**src/rtl/rst_seq_pkg.sv**
```systemverilog
package rst_seq_pkg;
  typedef enum logic [2:0] {
    ST_IDLE      = 3'd0,
    ST_STOP_PRE  = 3'd1,
    ST_HOLD      = 3'd2,
    ST_STOP_POST = 3'd3,
    ST_DONE      = 3'd4
  } seq_state_e;
endpackage

```
**src/rtl/rst_seq_timer.sv**
```systemverilog
module rst_seq_timer #(
  parameter int LEN_W = 8
) (
  input  logic             clk,
  input  logic             rst_n,
  input  logic             load_i,
  input  logic [LEN_W-1:0] len_i,
  input  logic             tick_i,
  output logic             expire_o
);
  localparam logic [LEN_W-1:0] ONE = LEN_W'(1);

  logic [LEN_W-1:0] cnt_q, cnt_d, len_eff;

  // zero-length field is stretched to a single tick
  assign len_eff = (len_i == '0) ? ONE : len_i;

  always_comb begin
    cnt_d = cnt_q;
    if (load_i)                     cnt_d = len_eff;
    else if (tick_i && cnt_q != '0) cnt_d = cnt_q - ONE;
  end

  always_ff @(posedge clk or negedge rst_n) begin
    if (!rst_n) cnt_q <= '0;
    else        cnt_q <= cnt_d;
  end

  assign expire_o = tick_i && (cnt_q == ONE);

  assert_load_nonzero_R9: assert property (@(posedge clk) disable iff (!rst_n)
    load_i |=> (cnt_q != '0));
endmodule

```
**src/rtl/rst_seq_fsm.sv**
```systemverilog
module rst_seq_fsm
  import rst_seq_pkg::*;
#(
  parameter int LEN_W = 8
) (
  input  logic             clk,
  input  logic             rst_n,
  input  logic             req_i,
  input  logic             tick_i,
  input  logic [LEN_W-1:0] hold_len_i,
  input  logic [LEN_W-1:0] stop_len_i,
  output logic             dom_rst_o,
  output logic             dom_clk_en_o,
  output logic             busy_o,
  output logic             done_set_o
);
  seq_state_e       state_q, state_d;
  logic             expire, load;
  logic [LEN_W-1:0] len_sel;
  logic             rst_q, clk_en_q;

  assign len_sel = (state_q == ST_HOLD) ? stop_len_i : hold_len_i;
  assign load    = (state_q == ST_STOP_PRE) || ((state_q == ST_HOLD) && expire);

  rst_seq_timer #(.LEN_W(LEN_W)) u_timer (
    .clk      (clk),
    .rst_n    (rst_n),
    .load_i   (load),
    .len_i    (len_sel),
    .tick_i   (tick_i),
    .expire_o (expire)
  );

  always_comb begin
    state_d = state_q;
    unique case (state_q)
      ST_IDLE:      if (req_i)  state_d = ST_STOP_PRE;
      ST_STOP_PRE:              state_d = ST_HOLD;
      ST_HOLD:      if (expire) state_d = ST_STOP_POST;
      ST_STOP_POST: if (expire) state_d = ST_DONE;
      ST_DONE:                  state_d = ST_IDLE;
      default:                  state_d = ST_IDLE;
    endcase
  end

  always_ff @(posedge clk or negedge rst_n) begin
    if (!rst_n) begin
      state_q  <= ST_IDLE;
      rst_q    <= 1'b0;
      clk_en_q <= 1'b1;
    end else begin
      state_q  <= state_d;
      rst_q    <= (state_d == ST_HOLD);
      clk_en_q <= !((state_d == ST_STOP_PRE) || (state_d == ST_HOLD) ||
                    (state_d == ST_STOP_POST));
    end
  end

  assign dom_rst_o    = rst_q;
  assign dom_clk_en_o = clk_en_q;
  assign busy_o       = (state_q != ST_IDLE);
  assign done_set_o   = (state_q == ST_DONE);

  assert_gated_before_reset_R3: assert property (@(posedge clk) disable iff (!rst_n)
    $rose(dom_rst_o) |-> ($past(!dom_clk_en_o) && !dom_clk_en_o));
  assert_reset_ends_on_tick_R4: assert property (@(posedge clk) disable iff (!rst_n)
    $fell(dom_rst_o) |-> ($past(tick_i) && !dom_clk_en_o));
  assert_clock_back_after_release_R5: assert property (@(posedge clk) disable iff (!rst_n)
    $rose(dom_clk_en_o) |-> ($past(!dom_rst_o) && $past(tick_i)));
endmodule

```
**src/rtl/rst_seq_regs.sv**
```systemverilog
module rst_seq_regs #(
  parameter int DATA_W   = 32,
  parameter int LEN_W    = 8,
  parameter int REQ_POS  = 0,
  parameter int HOLD_LSB = 8,
  parameter int STOP_LSB = 16,
  parameter int DONE_POS = 31
) (
  input  logic              clk,
  input  logic              rst_n,
  input  logic              wr_en_i,
  input  logic [DATA_W-1:0] wr_data_i,
  input  logic              busy_i,
  input  logic              done_set_i,
  output logic              req_o,
  output logic [LEN_W-1:0]  hold_len_o,
  output logic [LEN_W-1:0]  stop_len_o,
  output logic [DATA_W-1:0] rd_data_o
);
  localparam int HOLD_MSB = HOLD_LSB + LEN_W - 1;
  localparam int STOP_MSB = STOP_LSB + LEN_W - 1;

  logic             req_q, req_d, done_q, done_d;
  logic [LEN_W-1:0] hold_q, hold_d, stop_q, stop_d;
  logic             locked, unused_wr_bits;

  assign locked         = busy_i || req_q;
  assign unused_wr_bits = ^wr_data_i;

  always_comb begin
    req_d  = req_q;
    hold_d = hold_q;
    stop_d = stop_q;
    done_d = done_q;
    if (wr_en_i && !locked) begin
      req_d  = wr_data_i[REQ_POS];
      hold_d = wr_data_i[HOLD_MSB:HOLD_LSB];
      stop_d = wr_data_i[STOP_MSB:STOP_LSB];
    end
    if (done_set_i) begin
      req_d  = 1'b0;
      done_d = 1'b1;
    end else if (wr_en_i && wr_data_i[DONE_POS]) begin
      done_d = 1'b0;
    end
  end

  always_ff @(posedge clk or negedge rst_n) begin
    if (!rst_n) begin
      req_q  <= 1'b0;
      done_q <= 1'b0;
      hold_q <= '0;
      stop_q <= '0;
    end else begin
      req_q  <= req_d;
      done_q <= done_d;
      hold_q <= hold_d;
      stop_q <= stop_d;
    end
  end

  always_comb begin
    rd_data_o                    = '0;
    rd_data_o[REQ_POS]           = req_q;
    rd_data_o[HOLD_MSB:HOLD_LSB] = hold_q;
    rd_data_o[STOP_MSB:STOP_LSB] = stop_q;
    rd_data_o[DONE_POS]          = done_q;
  end

  assign req_o      = req_q;
  assign hold_len_o = hold_q;
  assign stop_len_o = stop_q;

  assert_finish_flags_R6: assert property (@(posedge clk) disable iff (!rst_n)
    done_set_i |=> (done_q && !req_q));
  assert_done_clear_R7: assert property (@(posedge clk) disable iff (!rst_n)
    (wr_en_i && wr_data_i[DONE_POS] && !done_set_i) |=> !done_q);
  assert_locked_fields_R8: assert property (@(posedge clk) disable iff (!rst_n)
    (busy_i && wr_en_i) |=> ($stable(hold_q) && $stable(stop_q)));
endmodule

```
**src/rtl/rst_pulse_seq.sv**
```systemverilog
module rst_pulse_seq #(
  parameter int DATA_W   = 32,
  parameter int LEN_W    = 8,
  parameter int REQ_POS  = 0,
  parameter int HOLD_LSB = 8,
  parameter int STOP_LSB = 16,
  parameter int DONE_POS = 31
) (
  input  logic              clk,
  input  logic              rst_n,
  input  logic              tick_i,
  input  logic              wr_en_i,
  input  logic [DATA_W-1:0] wr_data_i,
  output logic [DATA_W-1:0] rd_data_o,
  output logic              dom_rst_o,
  output logic              dom_clk_en_o
);
  logic             req, busy, done_set;
  logic [LEN_W-1:0] hold_len, stop_len;

  rst_seq_regs #(
    .DATA_W(DATA_W), .LEN_W(LEN_W), .REQ_POS(REQ_POS),
    .HOLD_LSB(HOLD_LSB), .STOP_LSB(STOP_LSB), .DONE_POS(DONE_POS)
  ) u_regs (
    .clk        (clk),
    .rst_n      (rst_n),
    .wr_en_i    (wr_en_i),
    .wr_data_i  (wr_data_i),
    .busy_i     (busy),
    .done_set_i (done_set),
    .req_o      (req),
    .hold_len_o (hold_len),
    .stop_len_o (stop_len),
    .rd_data_o  (rd_data_o)
  );

  rst_seq_fsm #(.LEN_W(LEN_W)) u_fsm (
    .clk          (clk),
    .rst_n        (rst_n),
    .req_i        (req),
    .tick_i       (tick_i),
    .hold_len_i   (hold_len),
    .stop_len_i   (stop_len),
    .dom_rst_o    (dom_rst_o),
    .dom_clk_en_o (dom_clk_en_o),
    .busy_o       (busy),
    .done_set_o   (done_set)
  );

  assert_reset_implies_gated_R4: assert property (@(posedge clk) disable iff (!rst_n)
    dom_rst_o |-> !dom_clk_en_o);
endmodule

```
**config.mk**
```make
export PLATFORM = sky130hd
export DESIGN_NAME = rst_pulse_seq
export DESIGN_NICKNAME = d
export VERILOG_FILES = /design/src/rtl/rst_seq_pkg.sv /design/src/rtl/rst_seq_timer.sv /design/src/rtl/rst_seq_fsm.sv /design/src/rtl/rst_seq_regs.sv /design/src/rtl/rst_pulse_seq.sv
export SDC_FILE = /design/constraint.sdc
export NUM_CORES = 1
export LEC_CHECK = 0
export BUFFER_PORTS_ARGS = -buffer_cell sky130_fd_sc_hd__buf_2
export CAP_MARGIN = 5
export CELL_PAD_IN_SITES_DETAIL_PLACEMENT = 1
export CELL_PAD_IN_SITES_GLOBAL_PLACEMENT = 2
export CORE_UTILIZATION = 26
export CTS_CLUSTER_DIAMETER = 120
export DETAILED_ROUTE_END_ITERATION = 16
export PLACE_DENSITY_LB_ADDON = 0.1
export SLEW_MARGIN = 10
export SYNTH_ARGS = -nofsm -noshare
export SYNTH_HDL_FRONTEND = slang
export SYNTH_SLANG_ARGS = --single-unit
```
**constraint.sdc**
```tcl
create_clock -name clk -period 1.5 [get_ports clk]
set_input_delay 0.15 -clock clk [delete_from_list [all_inputs] [get_ports clk]]
set_output_delay 0.15 -clock clk [all_outputs]
set_load 0.01 [all_outputs]
```
==> flow_metrics.env <==
export IMPL_failed_checks="negative setup slack"
export IMPL_placed_area_um2=2240
export IMPL_cp_depth=6
export IMPL_yosysWarnings=0
export IMPL_rsz0062_at_grt="yes"
export IMPL_period_share_pct=111
export IMPL_synth_edf_count=0
export IMPL_drv_slew=0
export IMPL_cts_made_buffers=5
export IMPL_hold_class="input pin to flop"
export IMPL_crit_end="u_fsm.u_timer.cnt_q[0]"
export IMPL_cts_tree="built"
export IMPL_n_antenna_cell=0
export IMPL_fin_nets=268
export IMPL_crit_chain="inv_2 -> ha_4 -> or4b_4 -> o21ai_4 -> o221ai_2 -> o2bb2ai_1"
export IMPL_path_buf_inv=1
export IMPL_grt_pass1_wl_um=7800
export IMPL_hp_start="wr_data_i[22]"
export IMPL_layout_drive_gt1_share_pct=52.6
export IMPL_vdd_drop_max_v=0.000334
export IMPL_die_area_um2=7170
export IMPL_grt_met2_usage_pct=23.8
export IMPL_first_pass_iters=6
export IMPL_grt_ovfl_total=0
export IMPL_finClkSkew_ns=0.00572
export IMPL_synth_top_area_share_pct=42.3
export IMPL_whs_ns=0.0762
export IMPL_tightest_slew_ns=0.748
export IMPL_hold_violations=0
export IMPL_critPathMaxStageDelay_ns=0.48
export IMPL_dp_hpwl_um=3630
export IMPL_ys_flop_type="dfrtp_1"
export IMPL_grtUsageMet1_pct=17.9
export IMPL_initial_utilization_pct=27.5
export IMPL_place_gp_congestion=0.750
export IMPL_die_w_um=84.7
export IMPL_r2r_start="u_fsm.u_timer.cnt_q[0]"
export IMPL_combPwrFrac_pct=29.6
export IMPL_critPathTopFamily="simple AND/OR/NAND/NOR gates"
export IMPL_antenna_found_initial=0
export IMPL_outcome="finished with violations"
export IMPL_ys_top_cells_by_area="dfrtp_1, mux2i_1, mux2_2, buf_4, ha_1"
export IMPL_startpoint="u_fsm.u_timer.cnt_q[0]"
export IMPL_placementRows=29
export IMPL_vias_per_cell=4.76
export IMPL_cp_data_arrival_time_ns=1.84
export IMPL_vias=1461
export IMPL_drc=0
export IMPL_grt_pass1_vias=1505
export IMPL_seqPwrFrac_pct=43.2
export IMPL_grtUsageTotal_pct=14.1
export IMPL_setup_slack_ns=-0.163
export IMPL_worst_path_max_fanout=3
export IMPL_cts_buffer_depth=2
export IMPL_ioPinCount=70
export IMPL_intPower_mw=1.60
export IMPL_htreeDepth=2
export IMPL_power_frac_clock_pct=27.2
export IMPL_avgSynthCellArea_um2=11.4
export IMPL_swShare_pct=34.2
export IMPL_core_um2=6460
export IMPL_synth_largest_area_cell="dfrtp_1"
export IMPL_grt_use_met3_pct=3.34
export IMPL_busiest_layer="met2"
export IMPL_routed_wl_um=4860
export IMPL_synth_cell_types=48
export IMPL_synth_most_common_cell="dfrtp_1"
export IMPL_synthCells=156
export IMPL_setup_viol=11
export IMPL_clkLatencyLatePin_ns=0.29
export IMPL_synth_common_cells="dfrtp_1, buf_4, mux2i_1"
export IMPL_ant_nets=0
export IMPL_maxCapViolCount=0
export IMPL_min_period_ns=1.66
export IMPL_clock_fmax_ghz=0.601
export IMPL_port_buffers=41
export IMPL_tns_ns=-0.923
export IMPL_startpoint_type="flop"
export IMPL_wire_per_inst_um=15.8
export IMPL_cp_slowest_cell="or4b_4"
export IMPL_mappedNetlistArea_um2=1780
export IMPL_rr_endpoint="u_fsm.u_timer.cnt_q[0]"
export IMPL_slew_headroom_pct=50.1
export IMPL_dieHeight_um=84.7
export IMPL_dp_cells=296
export IMPL_finalNonFillerCells=307
export IMPL_cts_sinks=31
export IMPL_powerDensity_nw_per_um2=1010
export IMPL_worst_ep_required_time_ns=1.68
export IMPL_syn_to_final_growth_pct=36.5
export IMPL_reg2reg_depth=6
export IMPL_grt_max_degree=32
export IMPL_clkTransAtPathRegs_ns=0.07
export IMPL_fin_area_um2=2420
export IMPL_multi_input_area_um2=968
export IMPL_seqCellArea_um2=779
export IMPL_synth_async_sr_flop_share_pct=100
export IMPL_fill_cells=751
export IMPL_netSwitchingPower_uw=833
export IMPL_rrSetupSlack_ns=-0.16
export IMPL_cp_end_kind="flop"
export IMPL_synth_seq_area_share_pct=43.7
export IMPL_power_leakage_nw=1.18
export IMPL_drt_iter0_markers=23
export IMPL_cts_root_buffer="clkbuf_8"
export IMPL_ys_ff_latch=31
export IMPL_crit_type="flop to flop"
flip-flops by register name, indices dropped and copies added, names as in the netlist:
signal	flops
u_fsm.u_timer.cnt_q	8
u_regs.hold_len_o	8
u_regs.stop_len_o	8
u_fsm.state_q	3
u_fsm.dom_clk_en_o	1
u_fsm.dom_rst_o	1
u_regs.done_q	1
u_regs.req_o	1
cell usage in the layout, fill, tap and decap left out, types with 3 or more instances in the layout:
| master | synthesis | routed |
|---|---|---|
| nand2_1 | 4 | 4 |
| nor2_2 | 1 | 3 |
| a21oi_1 | 5 | 4 |
| nand3_1 | 5 | 5 |
| buf_4 | 16 | 29 |
| mux2_1 | 3 | 3 |
| dfrtp_1 | 30 | 28 |
| mux2i_1 | 16 | 16 |
| conb_1 | 1 | 14 |
| buf_2 | 2 | 41 |
| nor2_1 | 8 | 5 |
| mux2_2 | 14 | 14 |
| inv_1 | 5 | 3 |
| nor3_1 | 3 | 3 |
| clkbuf_8 | 0 | 5 |
how the worst min path moves through the flow:
stage / to / slack, ns / depth (start not counted)
after floorplan: u_fsm.dom_rst_o / -0.15 / 0
after global placement: u_regs.hold_len_o[1] / 0.24 / 1
after detailed placement: u_regs.hold_len_o[2] / 0.26 / 1
after CTS: u_regs.hold_len_o[4] / 0.07 / 2
after global routing: u_regs.hold_len_o[4] / 0.06 / 2
final: u_regs.stop_len_o[6] / 0.08 / 2
layout make-up:
class,instances,area share [%]
inverter,5,0.774
sequential,31,32.1
tap,77,3.97
clock buffer,5,2.84
timing repair buffer,73,19.5
clock inverter,3,0.826
multi-input combinational,113,39.9
routing by layer:
layer / wire length [um] / vias up
li1: - / 687
met2: 2380 / 40
met5: 0 / -
met3: 166 / 6
met4: 64 / 0
met1: 2250 / 728
cells by family after synthesis:
kind of cell / after synthesis / synth area share [%]
simple gates: 43 / 16.8
flops: 31 / 43.7
other cells: 1 / 0.211
compound gates: 19 / 8.10
fa+ha+maj: 3 / 2.11
mux: 33 / 19.8
xor+xnor: 1 / 0.493
buf+inv: 25 / 8.80
power by group through the flow:
| stage | clock network (mW) | registers, mW | logic (mW) |
|---|---|---|---|
| floorplan | 0 | 1.03 | 0.351 |
| finish | 0.663 | 1.05 | 0.722 |
| global placement | 0 | 1.04 | 0.606 |
| detailed placement | 0 | 1.05 | 0.637 |
| global route | 0.727 | 1.07 | 0.796 |
| CTS | 0.695 | 1.05 | 0.680 |
metrics by stage:
step	worst slack, ns	util [%]	power, mW
after floorplan	-0.130	-	1.38
after global placement	-0.149	34.7	1.64
after detailed placement	-0.185	34.7	1.68
after CTS	-0.138	36.9	2.43
after global routing	-0.222	37.5	2.59
final	-0.163	37.5	2.44
timing repair:
item | CTS | global route
setup buffers | 0 | 2
gates cloned | 0 | 0
hold buffers | 1 | 0
pin swaps | 4 | 5
setup endpoints to repair | 11 | 20
resized for setup | 10 | 7
endpoints found under the hold margin | 30 | 0
Power figures use the tool's default switching activity.
